File: src/rtl/dbg_auth_pkg.sv
package dbg_auth_pkg;
  typedef enum logic [2:0] {
    GS_IDLE   = 3'd0,
    GS_LAUNCH = 3'd1,
    GS_WAIT   = 3'd2,
    GS_CMP    = 3'd3,
    GS_OPEN   = 3'd4,
    GS_LOCK   = 3'd5
  } gate_state_e;
endpackage

File: src/rtl/dbg_auth_rst_sync.sv
module dbg_auth_rst_sync #(
  parameter int STAGES = 2
) (
  input  logic clk,
  input  logic arst_n,
  output logic srst_n
);
  logic [STAGES-1:0] sync_q;

  always_ff @(posedge clk or negedge arst_n) begin
    if (!arst_n) sync_q <= '0;
    else         sync_q <= {sync_q[STAGES-2:0], 1'b1};
  end

  assign srst_n = sync_q[STAGES-1];
endmodule

File: src/rtl/dbg_auth_cmp.sv
// Lane-serial equality check: always walks every lane, no early exit.
module dbg_auth_cmp #(
  parameter int W      = 256,
  parameter int LANE_W = 32
) (
  input  logic         clk,
  input  logic         rst_n,
  input  logic         run,
  input  logic [W-1:0] a,
  input  logic [W-1:0] b,
  output logic         last,
  output logic         match
);
  localparam int NLANE = W / LANE_W;
  localparam int IW    = (NLANE > 1) ? $clog2(NLANE) : 1;

  logic [NLANE-1:0] lane_ne;
  logic [IW-1:0]    idx_q, idx_d;
  logic             acc_q, acc_d;
  logic             cur_ne;

  for (genvar g = 0; g < NLANE; g++) begin : g_lane
    assign lane_ne[g] = |(a[g*LANE_W +: LANE_W] ^ b[g*LANE_W +: LANE_W]);
  end

  assign cur_ne = lane_ne[idx_q];
  assign last   = run && (idx_q == IW'(NLANE-1));
  assign match  = !(acc_q || cur_ne);

  always_comb begin
    idx_d = '0;
    acc_d = 1'b0;
    if (run && !last) begin
      idx_d = idx_q + 1'b1;
      acc_d = acc_q | cur_ne;
    end
  end

  always_ff @(posedge clk or negedge rst_n) begin
    if (!rst_n) begin
      idx_q <= '0;
      acc_q <= 1'b0;
    end else begin
      idx_q <= idx_d;
      acc_q <= acc_d;
    end
  end
endmodule

File: src/rtl/dbg_auth_lock.sv
// Consecutive-failure counter and lockout down-counter.
module dbg_auth_lock #(
  parameter int FAIL_LIMIT  = 3,
  parameter int LOCK_CYCLES = 1024
) (
  input  logic clk,
  input  logic rst_n,
  input  logic fail_evt,
  input  logic pass_evt,
  output logic trip,
  output logic expire
);
  localparam int CW = $clog2(FAIL_LIMIT + 1);
  localparam int TW = (LOCK_CYCLES > 1) ? $clog2(LOCK_CYCLES) : 1;

  logic [CW-1:0] cnt_q, cnt_d;
  logic [TW-1:0] tmr_q, tmr_d;
  logic          act_q, act_d;

  assign trip   = fail_evt && (cnt_q >= CW'(FAIL_LIMIT-1));
  assign expire = act_q && (tmr_q == '0);

  always_comb begin
    cnt_d = cnt_q;
    if (pass_evt)      cnt_d = '0;
    else if (trip)     cnt_d = CW'(FAIL_LIMIT);
    else if (fail_evt) cnt_d = cnt_q + 1'b1;
    else if (expire)   cnt_d = CW'(FAIL_LIMIT-1);
  end

  always_comb begin
    tmr_d = tmr_q;
    act_d = act_q;
    if (trip) begin
      tmr_d = TW'(LOCK_CYCLES-1);
      act_d = 1'b1;
    end else if (expire) begin
      act_d = 1'b0;
    end else if (act_q) begin
      tmr_d = tmr_q - 1'b1;
    end
  end

  always_ff @(posedge clk or negedge rst_n) begin
    if (!rst_n) begin
      cnt_q <= '0;
      tmr_q <= '0;
      act_q <= 1'b0;
    end else begin
      cnt_q <= cnt_d;
      tmr_q <= tmr_d;
      act_q <= act_d;
    end
  end
endmodule

File: src/rtl/dbg_auth_gate.sv
module dbg_auth_gate #(
  parameter int SECRET_W    = 512,
  parameter int DIGEST_W    = 256,
  parameter int LANE_W      = 32,
  parameter int FAIL_LIMIT  = 3,
  parameter int LOCK_CYCLES = 1024
) (
  input  logic                clk,
  input  logic                rst_n,
  input  logic                pw_valid,
  input  logic [SECRET_W-1:0] pw_data,
  input  logic                deauth,
  input  logic                acc_req,
  output logic                acc_ok,
  input  logic [DIGEST_W-1:0] expected_digest,
  output logic                hash_start,
  output logic [SECRET_W-1:0] hash_msg,
  input  logic                hash_done,
  input  logic [DIGEST_W-1:0] hash_digest,
  output logic                auth_granted,
  output logic                locked,
  output logic                busy
);
  import dbg_auth_pkg::*;

  logic        srst_n;
  gate_state_e st_q, st_d;

  logic [SECRET_W-1:0] secret_q, secret_d;
  logic                secret_en;
  logic [DIGEST_W-1:0] dig_q, dig_d;
  logic                dig_en;

  logic cmp_run, cmp_last, cmp_match;
  logic fail_evt, pass_evt, trip, expire;

  dbg_auth_rst_sync #(.STAGES(2)) u_rst (
    .clk(clk), .arst_n(rst_n), .srst_n(srst_n)
  );

  assign cmp_run = (st_q == GS_CMP);

  dbg_auth_cmp #(.W(DIGEST_W), .LANE_W(LANE_W)) u_cmp (
    .clk(clk), .rst_n(srst_n), .run(cmp_run),
    .a(dig_q), .b(expected_digest),
    .last(cmp_last), .match(cmp_match)
  );

  assign fail_evt = cmp_last && !cmp_match;
  assign pass_evt = cmp_last &&  cmp_match;

  dbg_auth_lock #(.FAIL_LIMIT(FAIL_LIMIT), .LOCK_CYCLES(LOCK_CYCLES)) u_lock (
    .clk(clk), .rst_n(srst_n),
    .fail_evt(fail_evt), .pass_evt(pass_evt),
    .trip(trip), .expire(expire)
  );

  // next state
  always_comb begin
    st_d = st_q;
    unique case (st_q)
      GS_IDLE:   if (pw_valid) st_d = GS_LAUNCH;
      GS_LAUNCH: st_d = GS_WAIT;
      GS_WAIT:   if (hash_done) st_d = GS_CMP;
      GS_CMP: begin
        if (pass_evt)  st_d = GS_OPEN;
        else if (trip) st_d = GS_LOCK;
        else if (fail_evt) st_d = GS_IDLE;
      end
      GS_OPEN:   if (deauth) st_d = GS_IDLE;
      GS_LOCK:   if (expire) st_d = GS_IDLE;
      default:   st_d = GS_IDLE;
    endcase
  end

  // secret holding register: loaded on submit, wiped right after hand-off
  always_comb begin
    secret_en = 1'b0;
    secret_d  = '0;
    if (st_q == GS_IDLE && pw_valid) begin
      secret_en = 1'b1;
      secret_d  = pw_data;
    end else if (st_q == GS_LAUNCH) begin
      secret_en = 1'b1;
    end
  end

  // digest holding register: loaded on done, wiped as the decision is taken
  always_comb begin
    dig_en = 1'b0;
    dig_d  = '0;
    if (st_q == GS_WAIT && hash_done) begin
      dig_en = 1'b1;
      dig_d  = hash_digest;
    end else if (cmp_last) begin
      dig_en = 1'b1;
    end
  end

  always_ff @(posedge clk or negedge srst_n) begin
    if (!srst_n) st_q <= GS_IDLE;
    else         st_q <= st_d;
  end

  always_ff @(posedge clk or negedge srst_n) begin
    if (!srst_n)        secret_q <= '0;
    else if (secret_en) secret_q <= secret_d;
  end

  always_ff @(posedge clk or negedge srst_n) begin
    if (!srst_n)     dig_q <= '0;
    else if (dig_en) dig_q <= dig_d;
  end

  assign hash_start   = (st_q == GS_LAUNCH);
  assign hash_msg     = secret_q;
  assign auth_granted = (st_q == GS_OPEN);
  assign locked       = (st_q == GS_LOCK);
  assign busy         = (st_q == GS_LAUNCH) || (st_q == GS_WAIT) || (st_q == GS_CMP);
  assign acc_ok       = acc_req && auth_granted;
endmodule

File: config.mk
export PLATFORM = sky130hd
export DESIGN_NAME = dbg_auth_gate
export DESIGN_NICKNAME = d
export VERILOG_FILES = /design/src/rtl/dbg_auth_pkg.sv /design/src/rtl/dbg_auth_rst_sync.sv /design/src/rtl/dbg_auth_cmp.sv /design/src/rtl/dbg_auth_lock.sv /design/src/rtl/dbg_auth_gate.sv
export SDC_FILE = /design/constraint.sdc
export NUM_CORES = 1
export LEC_CHECK = 0
export BUFFER_PORTS_ARGS = -buffer_cell sky130_fd_sc_hd__buf_2
export CAP_MARGIN = 15
export CORE_AREA = 8 8 598 600
export DETAILED_ROUTE_END_ITERATION = 6
export DIE_AREA = 0 0 606 608
export HOLD_SLACK_MARGIN = 0.06
export PLACE_DENSITY = 0.3
export SLEW_MARGIN = 10
export SYNTH_ARGS = -nofsm -noshare
export SYNTH_HDL_FRONTEND = slang
export SYNTH_SLANG_ARGS = --single-unit
File: constraint.sdc
create_clock -name clk -period 27.4 [get_ports clk]
set_clock_uncertainty 0.1 [all_clocks]
set_input_delay 1.37 -clock clk [delete_from_list [all_inputs] [get_ports clk]]
set_output_delay 1.37 -clock clk [all_outputs]
set_load 0.01 [all_outputs]
==> out/qor.txt, run 1 <==
Asr flop ratio synth: 1.00
Switching power: 1.69 mW
GPL Wtd Cong: 0.870
CP Capture Type: register
Gate power share: 0.303
Setup Fix Bufs, Post-CTS: 0
Sw Ratio: 0.367
Synth Area per Inst: 11.7 um2
Reg2reg setup slack: 22.62 ns
CTS tree: yes
Area share of the largest cell type after synthesis: 0.623
Area contributors post-synth: dfrtp_1 62%, a22o_1 14%, nand2_1 6.1%, xnor2_1 5.6%, o21ai_0 3.6%
Core Rows: 217
CP top delay family: buffers and inverters
Pre-CTS WS: 21.15 ns
Post-Synthesis Cells: 2717
Die Ht: 608 um
Sequential fraction of the synthesis area: 0.623
Period utilisation layout: 0.174
Multi-input logic area: 11100 um2
Max-cap violations: 0
Final-stage net count: 5239
Cts hold-fix bufs: 0
Initial antenna violation count: 257
Fin cells: 8925
Max Clock Freq: 0.209 GHz
EDFF count, synth: 0
Power, Total: 4.61 mW
Detailed Routing Iterations Pass 1: 5
Core area: 348000 um2
Startpoint Class: register
# IOs: 1547
Overall routing resource usage: 0.133
Seq cells post-synth: 790
Area leader, netlist: dfrtp_1
Vias post-DR: 29200
Worst-Margin Slew: 1.16 ns
Cell variety after synth: 44
Fin crit period: 4.78 ns
Vias in the first global route: 30500
CP max stage cell: buf_4
Routed Antenna Nets: 0
Sinks on Clock Net: 790
Htree depth: 3
Syn Nets: 3751
DIE AREA: 368000 um2
CP max stage delay: 0.83 ns
Die W: 606 um
Synthesis-to-finish area growth: 53.2%
Final Hold Fails: 0
Average wire per standard cell: 28.7 um
P_leak: 23.2 nW
Root Buffer: clkbuf_16
CP max FO: 96
GRT Residual Overflow: 0
Slew margin rel.: 0.229
Clock Power Share: 0.334
Worst-path cell chain: and4bb_4 -> buf_4 -> buf_4 -> buf_4 -> buf_4 -> o21ai_0
Routed wire length: 256 mm
First-pass GRT wire length: 328 mm
# fillers: 39600
DR iter-0 viols: 2044
Number of gates resized after CTS: 0
Slew Limit Fails: 0
Post-route setup slack: 22.62 ns
Placed Instances: 8686
Most frequent cells in the layout: 1546 x buf_2, 789 x dfrtp_1, 517 x nand2_1, 512 x a22o_1, 225 x o21ai_0
Share of post-route cells with drive strength above 1: 0.412
Worst EP arrival: 5.31 ns
DR vias/cell: 3.28
Synthesized area: 31700 um2
Clk Latency, worst-skew pair: 0.82 ns
Post-DP HPWL: 213 mm
Most common cell after layout, fill and taps aside: buf_2
CP most frequent cell: buf_4
CTS Buf Count: 115
Largest net degree at the start of global routing: 191
Max rail drop VDD: 0.0000680 V
Outcome: complete, no violations
Final number of setup-violating endpoints: 0
PwrDens: 94.9 nW/um2
Initial core utilization: 0.0911
Setup_tns: 0 ns
Min-Delay Path Class: in2async
Critical path class: reg2reg
Max Buffers Root-to-Sink: 4
Reg power frac: 0.362
CP Buf/Inv Count: 4
RSZ-0062 raised after global routing: no
Reg clk slew, reported paths: 0.06 ns
Int Power: 2.92 mW
Port Buffers: 1546
Warnings from Yosys: 0
Ys flop type: dfrtp_1
CP required: 27.93 ns
DRC viols: 0
Register area: 19800 um2
metrics by stage:
stage	hold slack, ns	instance area [um2]	utilization
2_1_floorplan	0.231	31700	-
3_3_place_gp	0.232	44700	0.128
3_5_place_dp	0.236	44700	0.128
4_1_cts	0.110	48500	0.139
5_1_grt	0.139	48500	0.139
6_report	0.230	48600	0.140
sequential cells by signal, indices dropped and copies added (netlist names):
register,count
dig_q,256
hash_msg,512
st_q,3
u_cmp.acc_q,1
u_cmp.idx_q,3
u_lock.act_q,1
u_lock.cnt_q,2
u_lock.tmr_q,10
u_rst.sync_q,2
power by group through the flow:
stage	combinational, mW	sequential (mW)	clock [mW]
2_1_floorplan	0.430	1.80	0
3_3_place_gp	1.45	1.69	0
3_5_place_dp	1.45	1.69	0
4_1_cts	1.46	1.67	1.62
5_1_grt	1.50	1.71	1.65
6_report	1.40	1.67	1.54
cell type report:
type                       count  area share
inverter                       6    0.000463
tap                         4599       0.118
clock buffer                 163      0.0683
sequential                   790       0.407
antenna                       35     0.00180
multi-input combinational   1714       0.228
clock inverter                40     0.00978
timing repair buffer        1578       0.166
metal layers:
layer | global-route usage | part of all wire | vias to the layer above
li1 | - | - | 12700
met1 | 0.144 | 0.36 | 14400
met2 | 0.242 | 0.51 | 1460
met3 | 0.0610 | 0.11 | 559
met4 | 0.0212 | 0.021 | 138
met5 | 0 | 0.0035 | -
path summary, 6_finish.rpt:
| check | to | startpoint | cells past startpoint |
|---|---|---|---|
| setup / recovery | dig_q[97] | st_q[2] | 6 |
| hold / removal | u_rst.sync_q[0] | rst_n | 1 |
| setup reg to reg | dig_q[97] | st_q[2] | 6 |
| hold reg to reg | u_rst.sync_q[1] | u_rst.sync_q[0] | 0 |
| max in group asynchronous | hash_msg[83] | u_rst.sync_q[1] | 3 |
| min in group clk | u_rst.sync_q[1] | u_rst.sync_q[0] | 0 |
cell usage after synthesis, types with 2 or more instances:
| cell type | instances |
|---|---|
| a22o_1 | 512 |
| nand2_1 | 517 |
| nor3_1 | 14 |
| o21ai_0 | 225 |
| a21oi_1 | 4 |
| buf_1 | 29 |
| xor2_1 | 62 |
| buf_4 | 2 |
| xnor2_1 | 203 |
| nand2b_1 | 4 |
| o2111ai_1 | 3 |
| and2_1 | 4 |
| dfrtp_1 | 790 |
| nor4b_1 | 2 |
| o21ai_1 | 45 |
| buf_2 | 60 |
| nand4_1 | 49 |
| inv_1 | 6 |
| nor3b_1 | 2 |
| nor2_1 | 11 |
| nand3_1 | 13 |
| nor4_1 | 21 |
| ha_1 | 4 |
| clkbuf_1 | 115 |
cell families after synthesis:
family                     Yosys count  synth area share
and+or+nand+nor                    649            0.0869
adders and majority gates            4           0.00158
AOI/OAI and AO/OA                  794             0.187
buffers and inverters              213            0.0280
other                                1          0.000118
muxes                                1          0.000316
DFF                                790             0.623
xor gates and xnor gates           265            0.0732
Power figures use the tool's default switching activity.
==> run 2: changes to the inputs <==
==> constraint.sdc (replaced) <==
create_clock -name clk -period 4.95 [get_ports clk]
set_clock_uncertainty 0.1 [all_clocks]
set_input_delay 0.2475 -clock clk [delete_from_list [all_inputs] [get_ports clk]]
set_output_delay 0.2475 -clock clk [all_outputs]
set_load 0.01 [all_outputs]
==> out/qor.txt, run 2 (same netlist as run 1, synthesis figures left out) <==
RR Startpoint: dig_q[120]
CP max stage cell: and4_1
Outcome: complete, no violations
DR vias/cell: 3.37
Worst-Margin Slew: 1.08 ns
Port Buffers: 1546
Max Clock Freq: 0.282 GHz
Max-cap violations: 0
Vias in the first global route: 37400
Worst-path cell chain: xor2_1 -> nor4_1 -> nand3_1 -> o2111ai_1 -> and4_1 -> buf_4 -> nor2_1
Routed Antenna Nets: 0
GPL Wtd Cong: 0.927
Average wire per standard cell: 26.5 um
DRC viols: 0
Slew margin rel.: 0.281
Max Buffers Root-to-Sink: 4
Final number of setup-violating endpoints: 0
GRT Residual Overflow: 0
Worst Setup EP: u_cmp.acc_q
Die Ht: 608 um
Startpoint Class: register
CTS Buf Count: 117
PwrDens: 435 nW/um2
Pre-CTS WS: 1.03 ns
Post-DP HPWL: 223 mm
# IOs: 1547
Setup Fix Bufs, Post-CTS: 0
Worst EP arrival: 4.12 ns
Min-Delay Path Class: in2reg
Share of post-route cells with drive strength above 1: 0.323
CP max FO: 16
DIE AREA: 368000 um2
Reg2reg end: u_cmp.acc_q
P_leak: 28.8 nW
DR iter-0 viols: 2229
Critical path class: reg2reg
Placed Instances: 8720
Synthesis-to-finish area growth: 95.9%
Fin cells: 10300
CTS tree: yes
Initial core utilization: 0.0911
Most common cell after layout, fill and taps aside: buf_2
Post-route cell area: 62100 um2
HP Start: hash_done
Detailed Routing Iterations Pass 1: 5
CP Capture Type: register
Most frequent cells in the layout: 1546 x buf_2, 1285 x dlygate4sd3_1, 789 x dfrtp_1, 517 x nand2_1, 512 x a22o_1
Period utilisation layout: 0.716
First-pass GRT wire length: 358 mm
Die W: 606 um
Post-route setup slack: 1.41 ns
CP required: 5.52 ns
Largest register FFs: 512
Final-stage net count: 6560
Fin crit period: 3.54 ns
Dpl cell area: 45200 um2
Vias post-DR: 34600
Routed wire length: 272 mm
Core area: 348000 um2
Final Hold Fails: 0
Crit. Startpoint: dig_q[120]
Clk Latency, worst-skew pair: 0.90 ns
Largest net degree at the start of global routing: 164
Slew Limit Fails: 0
R2R depth: 7
Core Rows: 217
Max rail drop VDD: 0.000617 V
Initial antenna violation count: 197
Reg clk slew, reported paths: 0.06 ns
Fin util: 0.179
RSZ-0062 raised after global routing: no
Reg2reg setup slack: 1.41 ns
Overall routing resource usage: 0.142
Crit path depth: 7
CP max stage delay: 0.74 ns
Sinks on Clock Net: 790
CP top delay family: simple AND/OR/NAND/NOR gates
Htree depth: 3
Root Buffer: clkbuf_16
CP Buf/Inv Count: 1
-- run 2: routing by layer --
layer | track usage | vias to the layer above | part of all wire
li1 | - | 15400 | -
met1 | 0.159 | 17200 | 0.38
met2 | 0.263 | 1492 | 0.51
met3 | 0.0421 | 474 | 0.077
met4 | 0.0328 | 54 | 0.029
met5 | 0 | - | 0.0012
-- run 2: how the worst min path moves through the flow --
| stage | cells after the start | to |
|---|---|---|
| after floorplan | 0 | u_rst.sync_q[0] |
| after global placement | 1 | u_rst.sync_q[0] |
| after detailed placement | 1 | u_rst.sync_q[0] |
| after CTS | 3 | hash_msg[151] |
| after global routing | 4 | dig_q[132] |
| final | 3 | dig_q[11] |
-- run 2: per-stage QoR --
step / TNS, ns / hold WS [ns] / power (mW)
2_1_floorplan: -2177.66 / -0.148 / 12.3
3_3_place_gp: 0 / -0.0652 / 17.7
3_5_place_dp: 0 / -0.0629 / 17.6
4_1_cts: 0 / 0.0601 / 27.7
5_1_grt: 0 / 0.0938 / 28.4
6_report: 0 / 0.134 / 27.0
-- run 2: area by class of cell --
class / instances / area (um2)
diodes: 60 / 150
clock buffers: 174 / 3460
clock inverters: 35 / 473
fillers: 38900 / 286000
inverters: 6 / 22.5
multi-input cells: 1714 / 11200
flip-flops and latches: 790 / 19800
well taps: 4599 / 5750
repair buffers: 2897 / 21400
-- run 2: repair_timing --
item | CTS | global route
hold buffers | 1285 | 0
endpoints found under the hold margin | 772 | 0
setup endpoints to repair | 0 | 0
resized for setup | 0 | 0
-- run 2: report_power, final --
group	total (mW)	leakage (nW)	switching [mW]	internal [mW]
clock	8.75	1.93	3.56	5.19
combinational	8.98	17.8	5.32	3.65
sequential	9.28	9.08	1.15	8.14
total	27.0	28.8	10.0	17.0
-- run 2: worst register-to-register path, stage by stage, from the launching register on --
cell and delay [ns]:
dfrtp_1 0.39, xor2_1 0.18, nor4_1 0.71, nand3_1 0.34, o2111ai_1 0.65, and4_1 0.75
buf_4 0.23, nor2_1 0.04
